--- config.mk ---
export PLATFORM = sky130hd
export DESIGN_NAME = port_cmd_engine
export DESIGN_NICKNAME = d
export VERILOG_FILES = /design/src/rtl/pce_pkg.sv /design/src/rtl/pce_cmd_ctrl.sv /design/src/rtl/pce_slot_sched.sv /design/src/rtl/port_cmd_engine.sv
export SDC_FILE = /design/constraint.sdc
export NUM_CORES = 1
export LEC_CHECK = 0
export ABC_AREA = 1
export ABC_CLOCK_PERIOD_IN_PS = 2800
export BUFFER_PORTS_ARGS = -buffer_cell sky130_fd_sc_hd__buf_2
export CAP_MARGIN = 20
export CORE_AREA = 2 2 106 108
export CTS_BUF_LIST = sky130_fd_sc_hd__clkbuf_2 sky130_fd_sc_hd__clkbuf_4 sky130_fd_sc_hd__clkbuf_8
export CTS_CLUSTER_DIAMETER = 200
export DETAILED_ROUTE_END_ITERATION = 12
export DIE_AREA = 0 0 108 110
export PLACE_DENSITY = 0.71
export SYNTH_ARGS = -nofsm -noshare
export SYNTH_HDL_FRONTEND = slang
export SYNTH_SLANG_ARGS = --single-unit
--- constraint.sdc ---
create_clock -name clk -period 2.8 [get_ports clk]
set_input_delay 0.28 -clock clk [delete_from_list [all_inputs] [get_ports clk]]
set_output_delay 0.28 -clock clk [all_outputs]
set_load 0.02 [all_outputs]
--- src/rtl/pce_pkg.sv ---
package pce_pkg;
  localparam int CMD_W   = 32;
  localparam int B_START = 0;
  localparam int B_FRE   = 4;
  localparam int B_FRUN  = 14;
  localparam int B_LRUN  = 15;
  localparam logic [CMD_W-1:0] RO_MASK  = 32'h0000_FF00;
  localparam logic [CMD_W-1:0] ICC_MASK = 32'hF000_0000;

  typedef struct packed {
    logic req;
    logic run;
    logic err;
  } eng_t;

  // Protected fields keep old value, request field forced to zero.
  function automatic logic [CMD_W-1:0] merge_cmd(input logic [CMD_W-1:0] old_v,
                                                 input logic [CMD_W-1:0] new_v);
    return (old_v & RO_MASK) | (new_v & ~(RO_MASK | ICC_MASK));
  endfunction

  // Nonzero and aligned to 2**lg bytes.
  function automatic logic base_ok(input logic [63:0] a, input int unsigned lg);
    logic [63:0] m;
    m = (64'd1 << lg) - 64'd1;
    return (a != 64'd0) && ((a & m) == 64'd0);
  endfunction

  // One engine step: request/running handshake gated by address validity.
  function automatic eng_t eng_step(input logic req, input logic run, input logic ok);
    eng_t r;
    r.req = req;
    r.run = run;
    r.err = 1'b0;
    if (req && !run) begin
      if (ok) r.run = 1'b1;
      else begin
        r.req = 1'b0;
        r.err = 1'b1;
      end
    end else if (!req && run) begin
      r.run = 1'b0;
    end
    return r;
  endfunction
endpackage

--- src/rtl/pce_cmd_ctrl.sv ---
module pce_cmd_ctrl
  import pce_pkg::*;
(
  input  logic             clk,
  input  logic             rst_n,
  input  logic             port_reset,
  input  logic             wr_en,
  input  logic [CMD_W-1:0] wr_data,
  input  logic             clb_ok,
  input  logic             fis_ok,
  output logic [CMD_W-1:0] cmd_q,
  output logic             list_err,
  output logic             fis_err,
  output logic             d2h_req
);
  logic [CMD_W-1:0] cmd_n;
  logic             le_n, fe_n;
  logic             init_sent;
  eng_t             list_s, fis_s;

  always_comb begin
    cmd_n  = merge_cmd(cmd_q, wr_data);
    list_s = eng_step(cmd_n[B_START], cmd_q[B_LRUN], clb_ok);
    fis_s  = eng_step(cmd_n[B_FRE], cmd_q[B_FRUN], fis_ok);
    cmd_n[B_START] = list_s.req;
    cmd_n[B_LRUN]  = list_s.run;
    cmd_n[B_FRE]   = fis_s.req;
    cmd_n[B_FRUN]  = fis_s.run;
    le_n = list_s.err;
    fe_n = fis_s.err;
  end

  always_ff @(posedge clk) begin
    if (!rst_n) begin
      cmd_q     <= '0;
      list_err  <= 1'b0;
      fis_err   <= 1'b0;
      d2h_req   <= 1'b0;
      init_sent <= 1'b0;
    end else begin
      list_err <= 1'b0;
      fis_err  <= 1'b0;
      d2h_req  <= 1'b0;
      if (port_reset) init_sent <= 1'b0;
      if (wr_en) begin
        cmd_q    <= cmd_n;
        list_err <= le_n;
        fis_err  <= fe_n;
        if (cmd_n[B_FRUN] && !init_sent) begin
          d2h_req   <= 1'b1;
          init_sent <= 1'b1;
        end
      end
    end
  end
endmodule

--- src/rtl/pce_slot_sched.sv ---
module pce_slot_sched #(
  parameter int SLOTS = 32,
  localparam int SW = $clog2(SLOTS)
) (
  input  logic             clk,
  input  logic             rst_n,
  input  logic             port_reset,
  input  logic             start,
  input  logic             iss_wr_en,
  input  logic [SLOTS-1:0] iss_wr_data,
  input  logic             disp_ready,
  input  logic             disp_queued,
  input  logic             dev_bsy,
  input  logic             dev_drq,
  output logic [SLOTS-1:0] issue_q,
  output logic             disp_valid,
  output logic [SW-1:0]    disp_slot,
  output logic             busy_hold
);
  logic [SW-1:0]    busy_slot;
  logic [SLOTS-1:0] clr_mask;
  logic             accept, take_queued, take_busy, release_ev;

  function automatic logic [SW-1:0] lowest_set(input logic [SLOTS-1:0] v);
    logic [SW-1:0] idx;
    idx = '0;
    for (int i = SLOTS - 1; i >= 0; i--) begin
      if (v[i]) idx = SW'(i);
    end
    return idx;
  endfunction

  assign disp_valid  = start && (|issue_q) && !busy_hold;
  assign disp_slot   = lowest_set(issue_q);
  assign accept      = disp_valid && disp_ready;
  assign take_queued = accept && disp_queued;
  assign take_busy   = accept && !disp_queued;
  assign release_ev  = busy_hold && !dev_bsy && !dev_drq;

  always_comb begin
    clr_mask = '0;
    if (take_queued) clr_mask[disp_slot] = 1'b1;
    if (release_ev)  clr_mask[busy_slot] = 1'b1;
  end

  always_ff @(posedge clk) begin
    if (!rst_n) begin
      issue_q   <= '0;
      busy_hold <= 1'b0;
      busy_slot <= '0;
    end else begin
      issue_q <= (issue_q & ~clr_mask) | (iss_wr_en ? iss_wr_data : '0);
      if (port_reset) begin
        busy_hold <= 1'b0;
      end else if (take_busy) begin
        busy_hold <= 1'b1;
        busy_slot <= disp_slot;
      end else if (release_ev) begin
        busy_hold <= 1'b0;
      end
    end
  end
endmodule

--- src/rtl/port_cmd_engine.sv ---
module port_cmd_engine
  import pce_pkg::*;
#(
  parameter int SLOTS        = 32,
  parameter int ADDR_W       = 64,
  parameter int CLB_ALIGN_LG = 10,
  parameter int FIS_ALIGN_LG = 8,
  localparam int SW = $clog2(SLOTS)
) (
  input  logic              clk,
  input  logic              rst_n,
  input  logic              port_reset,
  input  logic              cmd_wr_en,
  input  logic [31:0]       cmd_wr_data,
  input  logic [ADDR_W-1:0] clb_base,
  input  logic [ADDR_W-1:0] fis_base,
  input  logic              issue_wr_en,
  input  logic [SLOTS-1:0]  issue_wr_data,
  input  logic              dev_bsy,
  input  logic              dev_drq,
  input  logic              disp_ready,
  input  logic              disp_queued,
  output logic [31:0]       cmd_reg,
  output logic [SLOTS-1:0]  issue_vec,
  output logic              disp_valid,
  output logic [SW-1:0]     disp_slot,
  output logic              busy_hold,
  output logic              list_err,
  output logic              fis_err,
  output logic              d2h_req
);
  logic clb_ok, fis_ok;

  assign clb_ok = base_ok(64'(clb_base), CLB_ALIGN_LG);
  assign fis_ok = base_ok(64'(fis_base), FIS_ALIGN_LG);

  pce_cmd_ctrl u_ctrl (
    .clk      (clk),
    .rst_n    (rst_n),
    .port_reset(port_reset),
    .wr_en    (cmd_wr_en),
    .wr_data  (cmd_wr_data),
    .clb_ok   (clb_ok),
    .fis_ok   (fis_ok),
    .cmd_q    (cmd_reg),
    .list_err (list_err),
    .fis_err  (fis_err),
    .d2h_req  (d2h_req)
  );

  pce_slot_sched #(.SLOTS(SLOTS)) u_sched (
    .clk        (clk),
    .rst_n      (rst_n),
    .port_reset (port_reset),
    .start      (cmd_reg[B_START]),
    .iss_wr_en  (issue_wr_en),
    .iss_wr_data(issue_wr_data),
    .disp_ready (disp_ready),
    .disp_queued(disp_queued),
    .dev_bsy    (dev_bsy),
    .dev_drq    (dev_drq),
    .issue_q    (issue_vec),
    .disp_valid (disp_valid),
    .disp_slot  (disp_slot),
    .busy_hold  (busy_hold)
  );
endmodule

==> run_results.csv <==
group,metric,value,unit
status,outcome,"finished, final reports clean",
logic_synthesis,netlist_instances,543,
global_routing,grtUsageTotal,0.2156,
sta,setup_ws,0.03475,ns
setup_path,cp_slowest_cell,"dfxtp_2",
global_routing,grt_overflow,0,
routing,drt-total-wl,12.82,mm
logic_synthesis,ys_warn_count,0,
clock_network,numCtsBuffers,9,
logic_synthesis,ys_dominant_reg_cell,"dfxtp_1",
power_and_ir_drop,ir_drop,0.0002576,V
setup_path,startpoint_type,"register",
sta,fin_worst_skew,0.01467,ns
floorplan,die_w,108,um
logic_synthesis,netlist_area,3699,um^2
sta,fmax,0.3616,GHz
sta,worst_slew_pin_slew,0.6341,ns
setup_path,worstSetupEndpoint,"disp_slot[0]",
floorplan,die_area,11880,um^2
logic_synthesis,async_flop_share,0,
hold_path,hold_path_depth,3,
cells_and_area,area_growth_syn_to_layout,42.25,%
placed_design,dp_hpwl,10.36,mm
floorplan,rows,38,
setup_path,reg2regPathDepth,36,
routing,vias_per_cell,4.716,
setup_path,timing.rr.start,"u_sched.issue_q[30]",
sta,setup_tns,0,ns
sta,setup_violations,0,
routing,ant_nets,0,
setup_path,crit_top_cell,"nand2_1",
floorplan,core_area,10700,um^2
clock_network,clk_path_buf_depth,2,
sta,post-route-period-util,0.9876,
cells_and_area,drive_gt1_frac,0.3973,
logic_synthesis,synth-edff-count,0,
power_and_ir_drop,power.density,449.8,nW/um^2
routing,wl_per_cell,13.60,um
global_routing,grt_max_degree,34,
placed_design,port_buffers,252,
setup_path,worstSetupPathDepth,34,
setup_path,r2r_slack,0.27,ns
clock_network,cts_sinks,64,
cells_and_area,n_fill_cell,1123,
clock_network,clockRootBuffer,"clkbuf_8",
logic_synthesis,synth_largest_area_cell,"dfxtp_1",
global_routing,grt_pass1_vias,4229,
cells_and_area,diodes,0,
setup_path,crit_fanout,2,
setup_path,critPathKind,"register to primary output",
setup_path,crit_path_end_kind,"primary output",
logic_synthesis,synth.avg_cell_area,6.811,um^2
logic_synthesis,synthTopCellsByCount,"nand2_1 (113), inv_1 (83), dfxtp_1 (64)",
clock_network,cts_htree_levels,3,
logic_synthesis,synth.top_cells.by_area,"dfxtp_1 (35%), nand2_1 (11%), inv_1 (8.4%), a21oi_1 (6.1%), nor4_1 (5.4%)",
cells_and_area,nets,999,
logic_synthesis,synth_top_area_frac,0.3464,
logic_synthesis,seq_area_frac_synth,0.3464,
floorplan,initial_core_util,0.3457,
routing,dr_total_vias,4447,
setup_path,critPathTopFamily,"simple AND/OR/NAND/NOR gates",
cells_and_area,final_core_util,0.4918,
setup_path,r2r-end,"u_sched.issue_q[8]",
routing,route.detailed.drc,0,
setup_path,slowest_delay,0.33,ns
logic_synthesis,ys_ff_latch,64,
clock_network,cts_tree,"done",
flow_run,max_cap_viol_count,0,
floorplan,die_h,110,um
sta,min_period,2.765,ns
sta,hold_viol,0,
setup_path,arrival,2.49,ns
hold_path,hold_start,"cmd_wr_data[18]",
power_and_ir_drop,p_leak,0.002582,uW
clock_network,clock_latency,0.35,ns
hold_path,min_path_type,"input port to register",
logic_synthesis,synth.distinct_cells,35,
routing,drtIter0Drc,173,
setup_path,required,2.52,ns
sta,maxSlewHeadroom,0.5768,
setup_path,cp_num_buf_inv,3,
global_routing,grt_pass1_wl,20.01,mm
sta,slew_viol_final,0,
placed_design,place_congestion,0.9034,
global_routing,antenna_found_initial,0,
sta,rsz0062_at_grt,"yes",
routing,first_pass_iters,4,
placed_design,pre_cts_ws,0.1779,ns
logic_synthesis,synth_most_common_cell,"nand2_1",
floorplan,io_pins,275,
setup_path,crit_start,"u_sched.issue_q[30]",
clock_network,path_clk_slew,0.08,ns
-- tightest hold or removal path: stages --
cell and delay, ns:
buf_2 0.08, nand2_1 0.04, o21ai_0 0.05
-- per-layer routing --
layer	part of all wire	vias to the layer above	GRT usage
met2	0.48	175	0.3688
met3	0.079	13	0.05232
met4	0.012	0	0.07143
met1	0.43	1951	0.2669
li1	-	2308	-
met5	0	-	0
-- sequential cells by signal, indices dropped and copies added (netlist names) --
signal and cells:
u_ctrl.d2h_req 1, u_ctrl.init_sent 1, u_ctrl.cmd_q 22, u_ctrl.list_err 1, u_sched.busy_hold 1, u_sched.busy_slot 5, u_sched.issue_q 32, u_ctrl.fis_err 1
-- kinds of logic after synthesis --
kind of cell / synth area share
AND/OR/NAND/NOR: 0.3427
buffers and inverters: 0.1377
AO/OA/AOI/OAI: 0.1722
other: 0.001014
flip-flops: 0.3464
-- worst min path at each step --
| stage | endpoint | slack [ns] |
|---|---|---|
| global placement | u_ctrl.d2h_req | 0.43 |
| CTS | u_ctrl.cmd_q[18] | 0.12 |
| detailed placement | u_ctrl.d2h_req | 0.43 |
| floorplan | u_ctrl.cmd_q[16] | 0.39 |
| global route | u_ctrl.cmd_q[18] | 0.12 |
| finish | u_ctrl.cmd_q[18] | 0.13 |
-- report_power, final --
| part | switching, uW | internal, uW |
|---|---|---|
| Combinational | 377 | 258 |
| Clock | 398 | 336 |
| Sequential | 38.5 | 959 |
-- final cells by class --
class / instances / area [um^2] / area share
clock buffer: 10 / 131.4 / 0.02497
tap: 140 / 175.2 / 0.03329
clock inverter: 6 / 45.04 / 0.008561
timing repair buffer: 262 / 1350 / 0.2566
multi-input combinational: 373 / 1944 / 0.3696
sequential: 64 / 1285 / 0.2442
inverter: 88 / 330.3 / 0.06278
-- what timing repair did --
action,4_1_cts,5_1_grt
gates cloned,0,0
setup buffers,4,2
resized for setup,6,5
hold buffers,0,0
setup endpoints to repair,1,17
pin swaps,1,4
-- cells in the final DEF (no fill, tap or decap), types with 2 or more instances in the layout --
cell,count
nand2_1,112
buf_2,251
nor3_1,13
nand3_1,14
nand3_2,9
clkbuf_8,9
a21oi_1,45
clkinv_2,2
buf_6,3
dfxtp_1,61
dfxtp_2,3
or4_1,2
nor4_1,32
a21oi_2,8
clkinv_1,2
nor2_1,35
nand4_1,21
inv_1,80
conb_1,10
o21ai_0,32
clkinv_4,3
nand2_2,10
inv_2,6
buf_4,8
o211ai_1,16
nand2_8,3
-- through the flow --
stage	area (um^2)	instances	hold slack (ns)	total power [uW]
floorplan	3732	552	0.3927	1380
global route	5261	943	0.1153	2504
finish	5261	943	0.1277	2366
CTS	5236	941	0.1198	2375
detailed placement	5020	921	0.4255	1622
global placement	5020	921	0.4313	1615
No activity file was read; power rests on OpenSTA's default activity.
